[src/rtl/vlm_pkg.sv]
package vlm_pkg;

   typedef enum logic [1:0] {
      SZ_BYTE = 2'd0,
      SZ_HALF = 2'd1,
      SZ_WORD = 2'd2,
      SZ_WIDE = 2'd3
   } vlm_size_e;

   typedef enum logic [1:0] {
      ST_IDLE = 2'd0,
      ST_MEM  = 2'd1,
      ST_WB   = 2'd2
   } vlm_state_e;

   // number of bytes covered by a size code (code 3 behaves as a word)
   function automatic logic [2:0] size_bytes(input logic [1:0] sz);
      case (sz)
         SZ_BYTE: return 3'd1;
         SZ_HALF: return 3'd2;
         default: return 3'd4;
      endcase
   endfunction

endpackage

[src/rtl/vlm_addr_gen.sv]
module vlm_addr_gen
   import vlm_pkg::*;
#(
   parameter int ADDR_W = 32,
   parameter int LANE_W = 4
) (
   input  logic [ADDR_W-1:0] base_i,
   input  logic [ADDR_W-1:0] index_i,
   input  logic              base_zero_i,
   input  logic [1:0]        size_i,
   output logic [ADDR_W-1:0] ea_o,
   output logic [LANE_W-1:0] lane_o,
   output logic [1:0]        wofs_o,
   output logic [3:0]        be_o
);

   if (LANE_W < 2 || ADDR_W < LANE_W) begin : g_bad_cfg
      $error("vlm_addr_gen: LANE_W must be >= 2 and <= ADDR_W");
   end

   logic [ADDR_W-1:0] base_term;
   logic [ADDR_W-1:0] ea_raw;
   logic [ADDR_W-1:0] align_mask;
   logic [2:0]        nbytes;

   always_comb begin
      base_term  = base_zero_i ? '0 : base_i;
      ea_raw     = base_term + index_i;
      align_mask = '1;
      if (size_i == SZ_HALF)      align_mask[0]   = 1'b0;
      else if (size_i != SZ_BYTE) align_mask[1:0] = 2'b00;
      ea_o   = ea_raw & align_mask;
      nbytes = size_bytes(size_i);
   end

   assign lane_o = ea_o[LANE_W-1:0];
   assign wofs_o = ea_o[1:0];

   for (genvar b = 0; b < 4; b++) begin : g_be
      assign be_o[b] = (3'(b) >= {1'b0, wofs_o}) && (3'(b) < ({1'b0, wofs_o} + nbytes));
   end

endmodule

[src/rtl/vlm_lane_mux.sv]
module vlm_lane_mux
   import vlm_pkg::*;
#(
   parameter int VLEN   = 128,
   parameter int DATA_W = 32,
   localparam int LANES  = VLEN / 8,
   localparam int LANE_W = $clog2(LANES),
   localparam int SH_W   = LANE_W + 3
) (
   // extraction side (store): vector lane -> positioned memory word
   input  logic [LANE_W-1:0] x_lane_i,
   input  logic [1:0]        x_wofs_i,
   input  logic [1:0]        x_size_i,
   input  logic [VLEN-1:0]   x_vec_i,
   output logic [DATA_W-1:0] x_wdata_o,
   // insertion side (load): memory word -> vector lane
   input  logic [LANE_W-1:0] i_lane_i,
   input  logic [1:0]        i_wofs_i,
   input  logic [1:0]        i_size_i,
   input  logic [DATA_W-1:0] i_rdata_i,
   output logic [VLEN-1:0]   i_vec_o,
   output logic [LANES-1:0]  i_wbe_o
);

   if (DATA_W != 32) begin : g_bad_width
      $error("vlm_lane_mux: DATA_W must be 32");
   end
   if (VLEN % DATA_W != 0) begin : g_bad_vlen
      $error("vlm_lane_mux: VLEN must be a multiple of DATA_W");
   end

   function automatic logic [DATA_W-1:0] elem_mask(input logic [1:0] sz);
      case (sz)
         SZ_BYTE: return DATA_W'(8'hFF);
         SZ_HALF: return DATA_W'(16'hFFFF);
         default: return '1;
      endcase
   endfunction

   logic [VLEN-1:0]   x_shift;
   logic [DATA_W-1:0] x_elem;
   logic [DATA_W-1:0] i_elem;
   logic [2:0]        i_n;

   always_comb begin
      x_shift   = x_vec_i >> {x_lane_i, 3'b000};
      x_elem    = x_shift[DATA_W-1:0] & elem_mask(x_size_i);
      x_wdata_o = x_elem << {x_wofs_i, 3'b000};

      i_elem    = (i_rdata_i >> {i_wofs_i, 3'b000}) & elem_mask(i_size_i);
      i_vec_o   = VLEN'(i_elem) << {i_lane_i, 3'b000};
      i_n       = size_bytes(i_size_i);
   end

   for (genvar p = 0; p < LANES; p++) begin : g_wbe
      assign i_wbe_o[p] = (SH_W'(p) >= SH_W'(i_lane_i)) &&
                          (SH_W'(p) <  SH_W'(i_lane_i) + SH_W'(i_n));
   end

endmodule

[src/rtl/vlm_ctrl.sv]
module vlm_ctrl
   import vlm_pkg::*;
(
   input  logic clk,
   input  logic rst_n,
   input  logic cmd_valid,
   input  logic cmd_store,
   input  logic mem_ack,
   output logic busy,
   output logic mem_req,
   output logic mem_we,
   output logic accept,
   output logic take,
   output logic wb
);

   vlm_state_e state_q, state_d;
   logic       store_q;

   assign accept  = cmd_valid && (state_q == ST_IDLE);
   assign take    = (state_q == ST_MEM) && mem_ack;
   assign wb      = (state_q == ST_WB);
   assign busy    = (state_q != ST_IDLE);
   assign mem_req = (state_q == ST_MEM);
   assign mem_we  = mem_req && store_q;

   always_comb begin
      state_d = state_q;
      case (state_q)
         ST_IDLE: if (accept) state_d = ST_MEM;
         ST_MEM:  if (mem_ack) state_d = store_q ? ST_IDLE : ST_WB;
         ST_WB:   state_d = ST_IDLE;
         default: state_d = ST_IDLE;
      endcase
   end

   always_ff @(posedge clk or negedge rst_n) begin
      if (!rst_n) begin
         state_q <= ST_IDLE;
         store_q <= 1'b0;
      end else begin
         state_q <= state_d;
         if (accept) store_q <= cmd_store;
      end
   end

   p_req_held_r7: assert property (@(posedge clk) disable iff (!rst_n)
      (mem_req && !mem_ack) |=> mem_req);
   p_load_wb_r7: assert property (@(posedge clk) disable iff (!rst_n)
      (mem_req && mem_ack && !mem_we) |=> (wb && busy));
   p_wb_one_cycle_r7: assert property (@(posedge clk) disable iff (!rst_n)
      wb |=> !wb);
   p_start_r8: assert property (@(posedge clk) disable iff (!rst_n)
      accept |=> (busy && mem_req));
   p_store_done_r8: assert property (@(posedge clk) disable iff (!rst_n)
      (mem_we && mem_ack) |=> !busy);
   p_kind_kept_r8: assert property (@(posedge clk) disable iff (!rst_n)
      (mem_req && !mem_ack) |=> $stable(mem_we));

endmodule

[src/rtl/vlm_lane_mover.sv]
module vlm_lane_mover
   import vlm_pkg::*;
#(
   parameter int VLEN   = 128,
   parameter int NREG   = 32,
   parameter int ADDR_W = 32,
   parameter int DATA_W = 32,
   localparam int LANES  = VLEN / 8,
   localparam int LANE_W = $clog2(LANES),
   localparam int REG_W  = $clog2(NREG)
) (
   input  logic              clk,
   input  logic              rst_n,
   input  logic              cmd_valid,
   input  logic              cmd_store,
   input  logic [1:0]        cmd_size,
   input  logic              cmd_base_zero,
   input  logic [ADDR_W-1:0] cmd_base,
   input  logic [ADDR_W-1:0] cmd_index,
   input  logic [REG_W-1:0]  cmd_vreg,
   output logic              busy,
   output logic [REG_W-1:0]  vrf_rd_addr,
   input  logic [VLEN-1:0]   vrf_rd_data,
   output logic              vrf_we,
   output logic [REG_W-1:0]  vrf_waddr,
   output logic [VLEN-1:0]   vrf_wdata,
   output logic [LANES-1:0]  vrf_wbe,
   output logic              mem_req,
   output logic              mem_we,
   output logic [ADDR_W-1:0] mem_addr,
   output logic [3:0]        mem_be,
   output logic [DATA_W-1:0] mem_wdata,
   input  logic              mem_ack,
   input  logic [DATA_W-1:0] mem_rdata
);

   if (NREG < 2 || (1 << REG_W) != NREG) begin : g_bad_nreg
      $error("vlm_lane_mover: NREG must be a power of two");
   end
   if (LANES < 4) begin : g_bad_vlen
      $error("vlm_lane_mover: VLEN must hold at least one word");
   end

   logic accept, take, wb;

   logic [ADDR_W-1:0] ea_c;
   logic [LANE_W-1:0] lane_c;
   logic [1:0]        wofs_c;
   logic [3:0]        be_c;
   logic [DATA_W-1:0] swd_c;
   logic [VLEN-1:0]   ld_vec;
   logic [LANES-1:0]  ld_wbe;

   logic [ADDR_W-1:0] ea_q;
   logic [LANE_W-1:0] lane_q;
   logic [1:0]        wofs_q;
   logic [1:0]        size_q;
   logic [REG_W-1:0]  vreg_q;
   logic [3:0]        be_q;
   logic [DATA_W-1:0] swd_q;
   logic [DATA_W-1:0] rd_q;

   vlm_ctrl u_ctrl (
      .clk       (clk),
      .rst_n     (rst_n),
      .cmd_valid (cmd_valid),
      .cmd_store (cmd_store),
      .mem_ack   (mem_ack),
      .busy      (busy),
      .mem_req   (mem_req),
      .mem_we    (mem_we),
      .accept    (accept),
      .take      (take),
      .wb        (wb)
   );

   vlm_addr_gen #(.ADDR_W(ADDR_W), .LANE_W(LANE_W)) u_agen (
      .base_i      (cmd_base),
      .index_i     (cmd_index),
      .base_zero_i (cmd_base_zero),
      .size_i      (cmd_size),
      .ea_o        (ea_c),
      .lane_o      (lane_c),
      .wofs_o      (wofs_c),
      .be_o        (be_c)
   );

   vlm_lane_mux #(.VLEN(VLEN), .DATA_W(DATA_W)) u_mux (
      .x_lane_i  (lane_c),
      .x_wofs_i  (wofs_c),
      .x_size_i  (cmd_size),
      .x_vec_i   (vrf_rd_data),
      .x_wdata_o (swd_c),
      .i_lane_i  (lane_q),
      .i_wofs_i  (wofs_q),
      .i_size_i  (size_q),
      .i_rdata_i (rd_q),
      .i_vec_o   (ld_vec),
      .i_wbe_o   (ld_wbe)
   );

   always_ff @(posedge clk or negedge rst_n) begin
      if (!rst_n) begin
         ea_q   <= '0;
         lane_q <= '0;
         wofs_q <= '0;
         size_q <= '0;
         vreg_q <= '0;
         be_q   <= '0;
         swd_q  <= '0;
         rd_q   <= '0;
      end else begin
         if (accept) begin
            ea_q   <= ea_c;
            lane_q <= lane_c;
            wofs_q <= wofs_c;
            size_q <= cmd_size;
            vreg_q <= cmd_vreg;
            be_q   <= be_c;
            swd_q  <= swd_c;
         end
         if (take) rd_q <= mem_rdata;
      end
   end

   assign vrf_rd_addr = cmd_vreg;
   assign mem_addr    = ea_q;
   assign mem_be      = be_q;
   assign mem_wdata   = swd_q;
   assign vrf_we      = wb;
   assign vrf_waddr   = vreg_q;
   assign vrf_wdata   = ld_vec;
   assign vrf_wbe     = wb ? ld_wbe : '0;

   p_addr_stable_r2: assert property (@(posedge clk) disable iff (!rst_n)
      (mem_req && !mem_ack) |=> ($stable(mem_addr) && $stable(mem_be)));
   p_wbe_size_r4: assert property (@(posedge clk) disable iff (!rst_n)
      vrf_we |-> ($countones(vrf_wbe) == 1 || $countones(vrf_wbe) == 2 ||
                  $countones(vrf_wbe) == 4));
   p_we_after_ack_r7: assert property (@(posedge clk) disable iff (!rst_n)
      vrf_we |-> $past(mem_ack));
   p_store_be_r6: assert property (@(posedge clk) disable iff (!rst_n)
      mem_we |-> (mem_be != 4'b0000));
   p_idle_quiet_r9: assert property (@(posedge clk) disable iff (!rst_n)
      !busy |-> (!mem_req && !vrf_we));

endmodule

[config.mk]
export PLATFORM = sky130hd
export DESIGN_NAME = vlm_lane_mover
export DESIGN_NICKNAME = d
export VERILOG_FILES = /design/src/rtl/vlm_pkg.sv /design/src/rtl/vlm_addr_gen.sv /design/src/rtl/vlm_lane_mux.sv /design/src/rtl/vlm_ctrl.sv /design/src/rtl/vlm_lane_mover.sv
export SDC_FILE = /design/constraint.sdc
export NUM_CORES = 1
export LEC_CHECK = 0
export BUFFER_PORTS_ARGS = -buffer_cell sky130_fd_sc_hd__buf_2
export CAP_MARGIN = 10
export CORE_AREA = 5 5 178 180
export DETAILED_ROUTE_END_ITERATION = 6
export DIE_AREA = 0 0 183 185
export SYNTH_ARGS = -nofsm -noshare
export SYNTH_HDL_FRONTEND = slang
export SYNTH_SLANG_ARGS = --single-unit
[constraint.sdc]
create_clock -name clk -period 4 [get_ports clk]
set_input_delay 0.6 -clock clk [delete_from_list [all_inputs] [get_ports clk]]
set_output_delay 0.6 -clock clk [all_outputs]
set_load 0.02 [all_outputs]
==> results of run 1 <==
[through the flow]
stage	total power (W)	setup WS (ns)	area [um2]
6_report	0.00815	0.462	14100
5_1_grt	0.00866	0.290	14100
4_1_cts	0.00819	0.463	14100
3_5_place_dp	0.00711	0.356	13800
3_3_place_gp	0.00706	0.435	13800
2_1_floorplan	0.00514	0.443	10900
[placed cells by master (no fill, tap or decap), types with 6 or more instances in the layout]
cell type  synthesis  layout
a211oi_1          22      22
a21o_1            14      14
a21oi_1           91      91
a221o_1           14      14
a221oi_1          24      24
a22o_1            15      15
a22oi_1           16      16
a2bb2oi_1          7       7
a31oi_1            6       6
and2_1           102     102
and3_1            34      34
buf_2             28     461
buf_4             10      52
clkbuf_16          0       9
dfrtp_1          110     110
ha_1              35      35
inv_1             20      20
mux2_2            44      44
mux2i_1           48      48
mux4_2            16      16
nand2_1          181     180
nand2b_1           9       9
nand3_1           30      30
nand3b_1           9       9
nand4_1           13      13
nor2_1            85      85
nor2b_1           40      39
nor3_1            24      24
nor4_1             8       8
o211ai_1          11      11
o21a_1             7       7
o21ai_0           79      79
o21ai_1           19      19
o22ai_1           10      10
o31ai_1            8       8
or3_1              7       7
xnor2_1           14      13
xor2_1            16      14
[power by group through the flow]
stage,clock network [W],logic [W],registers (W)
5_1_grt,0.00112,0.00535,0.00219
3_5_place_dp,0,0.00496,0.00215
6_report,0.00106,0.00495,0.00213
2_1_floorplan,0,0.00276,0.00238
4_1_cts,0.00109,0.00497,0.00212
3_3_place_gp,0,0.00493,0.00213
[synth_stat cells, drive strengths merged (9+ instances only)]
master | count | area [um2]
a211oi | 24 | 190
a21o | 14 | 105
a21oi | 92 | 464
a221o | 14 | 140
a221oi | 24 | 210
a22o | 15 | 131
a22oi | 16 | 120
and2 | 102 | 638
and3 | 34 | 213
buf | 52 | 292
clkbuf | 54 | 203
dfrtp | 110 | 2750
ha | 35 | 438
inv | 20 | 75.1
mux2 | 44 | 495
mux2i | 48 | 480
mux4 | 16 | 360
nand2 | 182 | 686
nand2b | 9 | 56.3
nand3 | 30 | 150
nand3b | 9 | 67.6
nand4 | 13 | 81.3
nor2 | 87 | 332
nor2b | 40 | 250
nor3 | 24 | 120
o211ai | 11 | 82.6
o21ai | 98 | 490
o22ai | 10 | 62.6
o31ai | 9 | 72.6
xnor2 | 15 | 139
xor2 | 16 | 140
[per-layer routing]
layer / GRT usage [%] / vias to the layer above / part of all wire [%]
met5: 0 / - / 0.10
met4: 12.2 / 8 / 4.5
met3: 6.40 / 121 / 8.8
met2: 48.6 / 675 / 47
met1: 35.7 / 6111 / 39
li1: - / 5895 / -
[kinds of logic (layout without fill, tap and decap cells)]
kind of cell	Yosys count	in the layout	synth area share (%)
compound gates	398	398	24.6
xor+xnor	31	31	2.55
fa+ha+maj	38	38	4.56
buf+inv	128	555	5.33
flops	110	110	25.2
mux	108	108	12.2
simple gates	558	558	25.6
[flip-flops by register name (all words and copies together) (netlist names)]
signal and cells:
vrf_waddr 5, u_ctrl.state_q 2, mem_addr 32, mem_be 4, size_q 2, mem_wdata 32
u_ctrl.store_q 1, rd_q 32
[final cells by class]
type	instances	area (um2)	area share, %
clock buffers	10	229	1.62
repair buffers	517	2780	19.7
flip-flops and latches	110	2750	19.5
clock inverters	6	100	0.710
inverters	22	87.6	0.621
multi-input cells	1133	7660	54.3
well taps	396	495	3.51
[worst max-delay path by stage]
stage | from | depth (start not counted) | end
finish | size_q[1] | 10 | vrf_wbe[8]
CTS | size_q[1] | 10 | vrf_wbe[8]
floorplan | cmd_base_zero | 15 | mem_be[0]
global route | size_q[1] | 10 | vrf_wbe[8]
global placement | cmd_base_zero | 11 | mem_wdata[15]
detailed placement | cmd_base_zero | 12 | mem_wdata[12]
==> flow_summary_export.csv, run 1 <==
group,metric,value,unit
timing,fin_tns_setup,0,ns
critical_path,critical-path-top-delay-family,"simple AND/OR/NAND/NOR gates",
layout,num-fill-cells,3089,
clocking,clk_path_buf_depth,2,
grt,grt_pass1_wl,76200,um
clocking,cts_tree,"yes",
detailed_routing,drt-pass1-iter-count,7,
clocking,insertion_delay,0.36,ns
detailed_routing,detail-route-antenna-nets,0,
logic_synthesis,seq_area_frac_synth,25.2,%
floorplan,core.rowCount,64,
floorplan,start_util,36.4,%
critical_path,max_stage_delay,0.46,ns
logic_synthesis,syn_area_per_cell,7.97,um2
pwr,p_sw,0.00417,W
grt,grt_overflow,0,
logic_synthesis,netlist_instances,1371,
layout,instances_no_fill,2194,
logic_synthesis,syn_area,10900,um2
clocking,cts_hold_buf,0,
critical_path,cp_slowest_cell,"dfrtp_1",
logic_synthesis,synthFlopType,"dfrtp_1",
timing,final.period_utilization,88.5,%
critical_path,cp_num_buf_inv,1,
clocking,post_cts.repair.setup_buffers,0,
floorplan,dieArea,33900,um2
timing,final_max_slew_viol_count,0,
place,port_buffers,462,
layout,diodes,0,
pwr,cellLeakagePower,7.05,nW
grt,antenna_found_initial,4,
critical_path,worstSetupPathType,"register to primary output",
detailed_routing,first_iter_violations,940,
pwr,peakVddDrop,0.000274,V
pwr,p_clk_share,13.1,%
timing,fin_worst_skew,0.0164,ns
grt,grt_start_max_net_pins,75,
detailed_routing,drt_wl_total,51400,um
detailed_routing,vias,12810,
timing,relSlewSlack,15.8,%
floorplan,ioPinCount,463,
critical_path,crit_fanout,7,
place,dp_hpwl,40900,um
timing,setup_violations,0,
clocking,clk_pin_slew,0.09,ns
critical_path,reg2regPathDepth,4,
place,gp_congestion,1.00,
logic_synthesis,syn-num-nets,1646,
logic_synthesis,synth_cell_types,78,
timing,grt_setup_unrepaired,"false",
critical_path,worstPathArrival,2.94,ns
grt,grt_usage,28.8,%
logic_synthesis,synth_warnings,0,
timing,fmax,0.283,GHz
layout,area_growth,29.1,%
timing,worstMarginPinSlew,1.26,ns
timing,fin_hold_ws,0.283,ns
critical_path,critical_path.cell_chain,"nor2b_1 -> ha_1 -> a21o_1 -> a21oi_1 -> xnor2_1 -> and2_1 -> nand2b_1 -> nand2b_1 -> a221oi_1 -> buf_2",
floorplan,die_w,183,um
detailed_routing,drc,7,
clocking,cts_sinks,110,
detailed_routing,via_per_inst,5.84,
logic_synthesis,yosys_register_bits,110,
timing,hold_viol_final,0,
outcome,status,"finished, violations left",
critical_path,path_common_cell,"nand2b_1",
place,dp.cells,2178,
critical_path,rrSetupSlack,1.35,ns
floorplan,die_h,185,um
logic_synthesis,async_flop_share,100,%
critical_path,crit_required,3.40,ns
pwr,p_int,0.00398,W
hold_path,hold_path.class,"input port to async pin",
critical_path,rr_startpoint,"u_ctrl.state_q[0]",
pwr,seqPwrFrac,26.2,%
detailed_routing,wl_per_cell,23.4,um
clocking,htreeDepth,3,
layout,nets,2068,
critical_path,critPathCaptureType,"primary output",
pwr,p_comb_share,60.7,%
clocking,numCtsBuffers,9,
outcome,violations,"DRC",
layout,drive_above_1_share,34.1,%
pwr,swShare,51.2,%
clocking,cts_resized,0,
timing,finalCriticalPeriod,3.54,ns
clocking,cts_root_buffer,"clkbuf_16",
floorplan,core_area,30000,um2
logic_synthesis,synth_edf_count,0,
grt,grt_pass1_vias,12399,
job,maxCapViolations,0,
layout,fin_util,47.0,%
critical_path,start_kind,"register",
critical_path,r2r_end,"mem_wdata[17]",
pwr,powerDensity,578,nW/um2
Power figures use the tool's default switching activity.
==> run 2: changes to the inputs <==
--- a/config.mk
+++ b/config.mk
@@ -7,9 +7,12 @@
 export LEC_CHECK = 0
 export BUFFER_PORTS_ARGS = -buffer_cell sky130_fd_sc_hd__buf_2
 export CAP_MARGIN = 10
-export CORE_AREA = 5 5 178 180
+export CORE_AREA = 5 5 179 181
 export DETAILED_ROUTE_END_ITERATION = 6
-export DIE_AREA = 0 0 183 185
+export DIE_AREA = 0 0 184 186
+export PLACE_DENSITY = 0.74
+export SLEW_MARGIN = 15
 export SYNTH_ARGS = -nofsm -noshare
 export SYNTH_HDL_FRONTEND = slang
+export SYNTH_HIERARCHICAL = 1
 export SYNTH_SLANG_ARGS = --single-unit
==> run 2 against run 1 <==
Against the previous run: the flow now finishes without violations; critical endpoint unchanged; synthesized cell count is 6.6% higher; via count rose by 7.6%; combinational power increased by 56%; largest cell class unchanged; clock power up 58%; clock skew down 0.0048 ns; highest routed layer is now met4.
==> flow_summary_export.csv, run 2 <==
group,metric,value,unit
logic_synthesis,yosys_register_bits,116,
timing,hold_viol_final,0,
clocking,cts_tree,"yes",
logic_synthesis,yosysMostFrequentCell,"dfrtp_1",
clocking,cts_sinks,116,
logic_synthesis,syn-num-nets,1736,
floorplan,core.rowCount,64,
detailed_routing,drt-pass1-iter-count,5,
timing,fin_tns_setup,0,ns
detailed_routing,drc,0,
timing,relSlewSlack,38.0,%
timing,final_max_slew_viol_count,0,
clocking,clk_pin_slew,0.06,ns
logic_synthesis,ys_top_cells_by_area,"dfrtp_1, mux4_2, mux2_4, mux2i_1, mux2_2",
logic_synthesis,synth_edf_count,0,
timing,setup_violations,0,
timing,grt_setup_unrepaired,"false",
logic_synthesis,syn_area,13900,um2
logic_synthesis,syn_area_per_cell,9.54,um2
clocking,insertion_delay,0.42,ns
logic_synthesis,async_flop_share,100,%
clocking,cts_root_buffer,"clkbuf_16",
floorplan,die_h,186,um
job,maxCapViolations,0,
grt,grt_pass1_vias,13635,
logic_synthesis,synth_cell_types,82,
pwr,cellLeakagePower,8.08,nW
detailed_routing,wl_per_cell,22.1,um
detailed_routing,drt_wl_total,50300,um
grt,grt_pass1_wl,76000,um
floorplan,start_util,46.1,%
pwr,powerDensity,685,nW/um2
logic_synthesis,synth_top_area_cell,"dfrtp_1",
timing,finalCriticalPeriod,3.84,ns
grt,grt_start_max_net_pins,83,
floorplan,core_area,30300,um2
critical_path,worstSetupPathType,"register to primary output",
layout,multi_input_area,10100,um2
critical_path,start_kind,"register",
timing,fin_hold_ws,0.174,ns
layout,nets,2141,
layout,num-fill-cells,2721,
detailed_routing,detail-route-antenna-nets,0,
logic_synthesis,seq_area_frac_synth,20.8,%
clocking,htreeDepth,4,
outcome,status,"complete, no violations",
clocking,post_cts.repair.setup_buffers,0,
place,dp.cells,2244,
logic_synthesis,synth_warnings,6,
layout,layout_common_cells,"buf_2, dfrtp_1, nand2_1",
detailed_routing,via_per_inst,6.05,
layout,regArea,2900,um2
detailed_routing,vias,13778,
layout,final_common_cell,"buf_2",
place,gp_congestion,0.997,
logic_synthesis,synth_top_area_share,20.8,%
logic_synthesis,netlist_instances,1462,
floorplan,ioPinCount,463,
floorplan,dieArea,34200,um2
floorplan,die_w,184,um
hold_path,hold_path.class,"input port to async pin",
clocking,numCtsBuffers,17,
timing,fmax,0.260,GHz
layout,area_growth,22.7,%
critical_path,critPathCaptureType,"primary output",
place,dp_hpwl,39700,um
place,port_buffers,462,
pwr,peakVddDrop,0.000479,V
critical_path,crit_required,3.40,ns
grt,antenna_found_initial,2,
timing,worstMarginPinSlew,0.930,ns
logic_synthesis,synth_top_cells_by_count,"dfrtp_1, nand2_1, nor2_1",
timing,fin_worst_skew,0.0116,ns
logic_synthesis,synthFlopType,"dfrtp_1",
layout,fin_util,56.5,%
clocking,clk_path_buf_depth,2,
grt,grt_usage,28.0,%
clocking,cts_hold_buf,0,
layout,instances_no_fill,2278,
critical_path,crit_fanout,7,
detailed_routing,first_iter_violations,1145,
timing,final.period_utilization,96.1,%
clocking,cts_resized,0,
layout,drive_above_1_share,42.1,%
grt,grt_overflow,0,
critical_path,worstPathArrival,3.24,ns
==> run 2: changes by cell type in the layout (fill, tap and decap cells not counted), moves of 25 or more <==
cell     previous run  this run
nand2_1           180       115
nor2b_1            39        67
mux2i_1            48        90
a22o_1             15        45
mux4_2             16        78
mux2_4              0        91
and3_1             34         9
o21ai_0            79        53
and2_1            102        42
==> run 2: per-stage QoR <==
| step | total power [W] | setup WS (ns) | cell area [um2] |
|---|---|---|---|
| floorplan | 0.00758 | 0.214 | 13900 |
| global placement | 0.00988 | 0.141 | 16500 |
| detailed placement | 0.00994 | 0.0835 | 16500 |
| CTS | 0.0117 | 0.0211 | 17100 |
| global route | 0.0124 | 0.00451 | 17100 |
| finish | 0.0117 | 0.157 | 17100 |
==> run 2: cells by family (layout without fill, tap and decap cells) <==
| kind of cell | count (synthesis) | in the layout | share of synthesized area, % |
|---|---|---|---|
| muxes | 306 | 306 | 32.7 |
| xor gates and xnor gates | 32 | 32 | 2.01 |
| other | 0 | 2 | 0 |
| DFF | 116 | 116 | 20.8 |
| buffers and inverters | 168 | 586 | 7.34 |
| and+or+nand+nor | 451 | 451 | 16.1 |
| AOI/OAI and AO/OA | 351 | 351 | 17.6 |
| adders and majority gates | 38 | 38 | 3.55 |
==> run 2: layout make-up <==
class                           count  share of cell area (%)
Multi-Input combinational cell   1178                    58.9
Sequential cell                   116                    17.0
Timing Repair Buffer              523                    16.8
Tap cell                          396                    2.90
Clock buffer                       20                    2.67
Clock inverter                     12                    1.04
Inverter                           31                   0.709
Antenna cell                        2                  0.0292
==> run 2: power by group <==
part,switching [W],internal (W),total (W)
registers,0.000584,0.00175,0.00233
logic,0.00456,0.00316,0.00772
clock network,0.000591,0.00108,0.00167
total,0.00574,0.00598,0.0117
==> run 2: final timing paths <==
path                                    from  cells past startpoint            to  slack [ns]
hold / removal                         rst_n                      1      rd_q[28]        0.17
setup reg to reg           u_ctrl/state_q[1]                      3      rd_q[22]        2.00
setup / recovery                   size_q[1]                     10    vrf_wbe[8]        0.16
max in group asynchronous              rst_n                      2  mem_addr[21]        2.95
hold reg to reg                      rd_q[5]                      1       rd_q[5]        0.50
min in group clk                mem_rdata[4]                      2       rd_q[4]        0.40
==> run 2: critical path, cell delays in order, from the launching register on <==
cell and delay (ns):
dfrtp_1 0.37, buf_4 0.16, nor2b_1 0.21, ha_1 0.27
a21o_1 0.16, maj3_1 0.40, xnor2_2 0.21, nor3_1 0.49
a221oi_1 0.20, and2_1 0.21, buf_2 0.16
==> run 2: routing by layer <==
layer  vias to the layer above  GRT usage [%]  share of wire (%)
met5                         -              0                  0
met4                         0           12.7                4.5
met3                       130           6.51                8.5
met2                       732           48.8                 50
met1                      6657           32.8                 37
li1                       6259              -                  -
==> run 3: changes to the inputs <==
--- a/config.mk
+++ b/config.mk
@@ -5,7 +5,7 @@
 export SDC_FILE = /design/constraint.sdc
 export NUM_CORES = 1
 export LEC_CHECK = 0
-export BUFFER_PORTS_ARGS = -buffer_cell sky130_fd_sc_hd__buf_2
+export BUFFER_PORTS_ARGS = -buffer_cell sky130_fd_sc_hd__clkbuf_2
 export CAP_MARGIN = 10
 export CORE_AREA = 5 5 179 181
 export DETAILED_ROUTE_END_ITERATION = 6
==> run 3 against run 2 <==
Against the previous run: largest power group unchanged; first-iteration DRC count down 4.1%; combinational power up 0.9%; cell count up 0.53%; cell area up 0.67%; sequential power about the same; via count up 0.10%; highest routed layer unchanged; non-clock buffer count up 11; critical path depth unchanged; global-route usage down 0.23 points; maximum frequency up 2.2%.
==> flow_summary_export.csv, run 3 (same netlist as run 2, synthesis figures left out) <==
group,metric,value,unit
detailed_routing,wl_per_cell,21.8,um
timing,finalCriticalPeriod,3.76,ns
pwr,total_power,0.0117,W
place,port_buffers,462,
grt,grtUsageMet2,48.6,%
clocking,cts_hold_buf,0,
critical_path,cp_num_buf_inv,2,
clocking,htreeDepth,4,
critical_path,rrSetupSlack,1.84,ns
timing,final.period_utilization,94.0,%
critical_path,crit_fanout,7,
detailed_routing,drt-pass1-iter-count,5,
floorplan,core_area,30300,um2
pwr,peakVddDrop,0.000441,V
clocking,post_cts.repair.setup_buffers,0,
layout,nets,2152,
timing,setup_violations,0,
floorplan,die_w,184,um
critical_path,reg2regPathDepth,3,
grt,grt_use_met1,33.2,%
timing,grt_setup_unrepaired,"false",
timing,fin_worst_skew,0.0104,ns
detailed_routing,first_iter_violations,1098,
outcome,status,"complete, no violations",
critical_path,worstSetupPathType,"register to primary output",
timing,fin_tns_setup,0,ns
floorplan,ioPinCount,463,
critical_path,rr_startpoint,"u_ctrl/state_q[1]",
grt,grt_pass1_vias,13596,
clocking,cts_sinks,116,
layout,drive_above_1_share,42.4,%
job,maxCapViolations,0,
critical_path,start_kind,"register",
critical_path,crit_required,3.40,ns
detailed_routing,vias,13792,
clocking,clk_path_buf_depth,2,
critical_path,max_stage_delay,0.43,ns
timing,fmax,0.266,GHz
critical_path,cp_slowest_cell,"nor3_1",
clocking,numCtsBuffers,17,
critical_path,worstPathArrival,3.16,ns
place,dp_hpwl,39900,um
critical_path,r2r_end,"mem_addr[20]",
layout,final_common_cell,"clkbuf_2",
layout,area_growth,23.6,%
grt,antenna_found_initial,3,
clocking,cts_root_buffer,"clkbuf_16",
floorplan,core.rowCount,64,
clocking,insertion_delay,0.41,ns
critical_path,critical_path.cell_chain,"buf_4 -> nor2b_1 -> ha_1 -> a21o_1 -> maj3_1 -> xnor2_2 -> nor3_1 -> a221oi_1 -> and2_1 -> clkbuf_2",
grt,use_met3,5.57,%
timing,worstMarginPinSlew,1.06,ns
timing,final_max_slew_viol_count,0,
hold_path,hold_path.class,"input port to async pin",
detailed_routing,drt_wl_total,49900,um
critical_path,critPathCaptureType,"primary output",
grt,grt_pass1_wl,75600,um
timing,hold_viol_final,0,
clocking,clk_pin_slew,0.06,ns
grt,top_usage_layer,"met2",
layout,fin_util,56.9,%
detailed_routing,detail-route-antenna-nets,0,
detailed_routing,drc,0,
place,gp_congestion,0.962,
detailed_routing,via_per_inst,6.02,
layout,layout_common_cells,"clkbuf_2, dfrtp_1, nand2_1",
pwr,powerDensity,679,nW/um2
floorplan,dieArea,34200,um2
floorplan,start_util,46.1,%
grt,grt_usage,27.7,%
grt,grt_start_max_net_pins,64,
timing,relSlewSlack,29.0,%
critical_path,critical-path-top-delay-family,"simple AND/OR/NAND/NOR gates",
clocking,cts_tree,"yes",
pwr,cellLeakagePower,8.06,nW
grt,grt_overflow,0,
floorplan,die_h,186,um
## run 3: changes by cell type in the layout (fill, tap and decap cells not counted), moves of 2 or more
cell and change:
clkinvlp_4 +3, buf_4 +7, diode_2 +2, buf_2 -461, buf_12 +5, clkbuf_2 +461
## run 3: through the flow
stage	hold WS, ns	setup WS (ns)	instances	cell area [um2]
2_1_floorplan	0.304	0.214	1462	13900
3_3_place_gp	0.473	0.0842	2255	16600
3_5_place_dp	0.482	0.0426	2255	16600
4_1_cts	0.276	0.0521	2286	17200
5_1_grt	0.310	0.0170	2289	17200
6_report	0.262	0.240	2290	17200
## run 3: layer usage
metal | part of all wire (%) | wire length (um)
met2 | 50 | 25000
met5 | 0 | 0
met3 | 7.5 | 3730
met1 | 38 | 19200
met4 | 4.0 | 1980
## run 3: timing repair
action	4_1_cts	5_1_grt
setup endpoints to repair	0	13
hold endpoints to repair	0	0
resized for setup	0	4
## run 3: how the worst max path moves through the flow
stage,from,cells past startpoint,endpoint,slack (ns)
final,size_q[1],10,vrf_wbe[8],0.24
after global routing,size_q[1],10,vrf_wbe[8],0.02
after CTS,size_q[1],10,vrf_wbe[2],0.05
after detailed placement,cmd_base_zero,13,mem_wdata[29],0.04
after global placement,cmd_base_zero,14,mem_addr[28],0.08
after floorplan,cmd_base_zero,17,mem_wdata[23],0.21
## run 3: power breakdown
part / internal, W / leakage [nW] / switching, W
combinational: 0.00318 / 6.38 / 0.00461
sequential: 0.00175 / 1.40 / 0.000584
clock: 0.000994 / 0.281 / 0.000580
total: 0.00593 / 8.06 / 0.00577
## run 3: final cells by class
| type | instances | area [um2] |
|---|---|---|
| fill | 2721 | 13000 |
| multi-input combinational | 1178 | 10100 |
| timing repair buffer | 534 | 3020 |
| sequential | 116 | 2900 |
| tap | 396 | 495 |
| clock buffer | 19 | 443 |
| clock inverter | 12 | 156 |
| inverter | 31 | 121 |
| antenna | 4 | 10.0 |
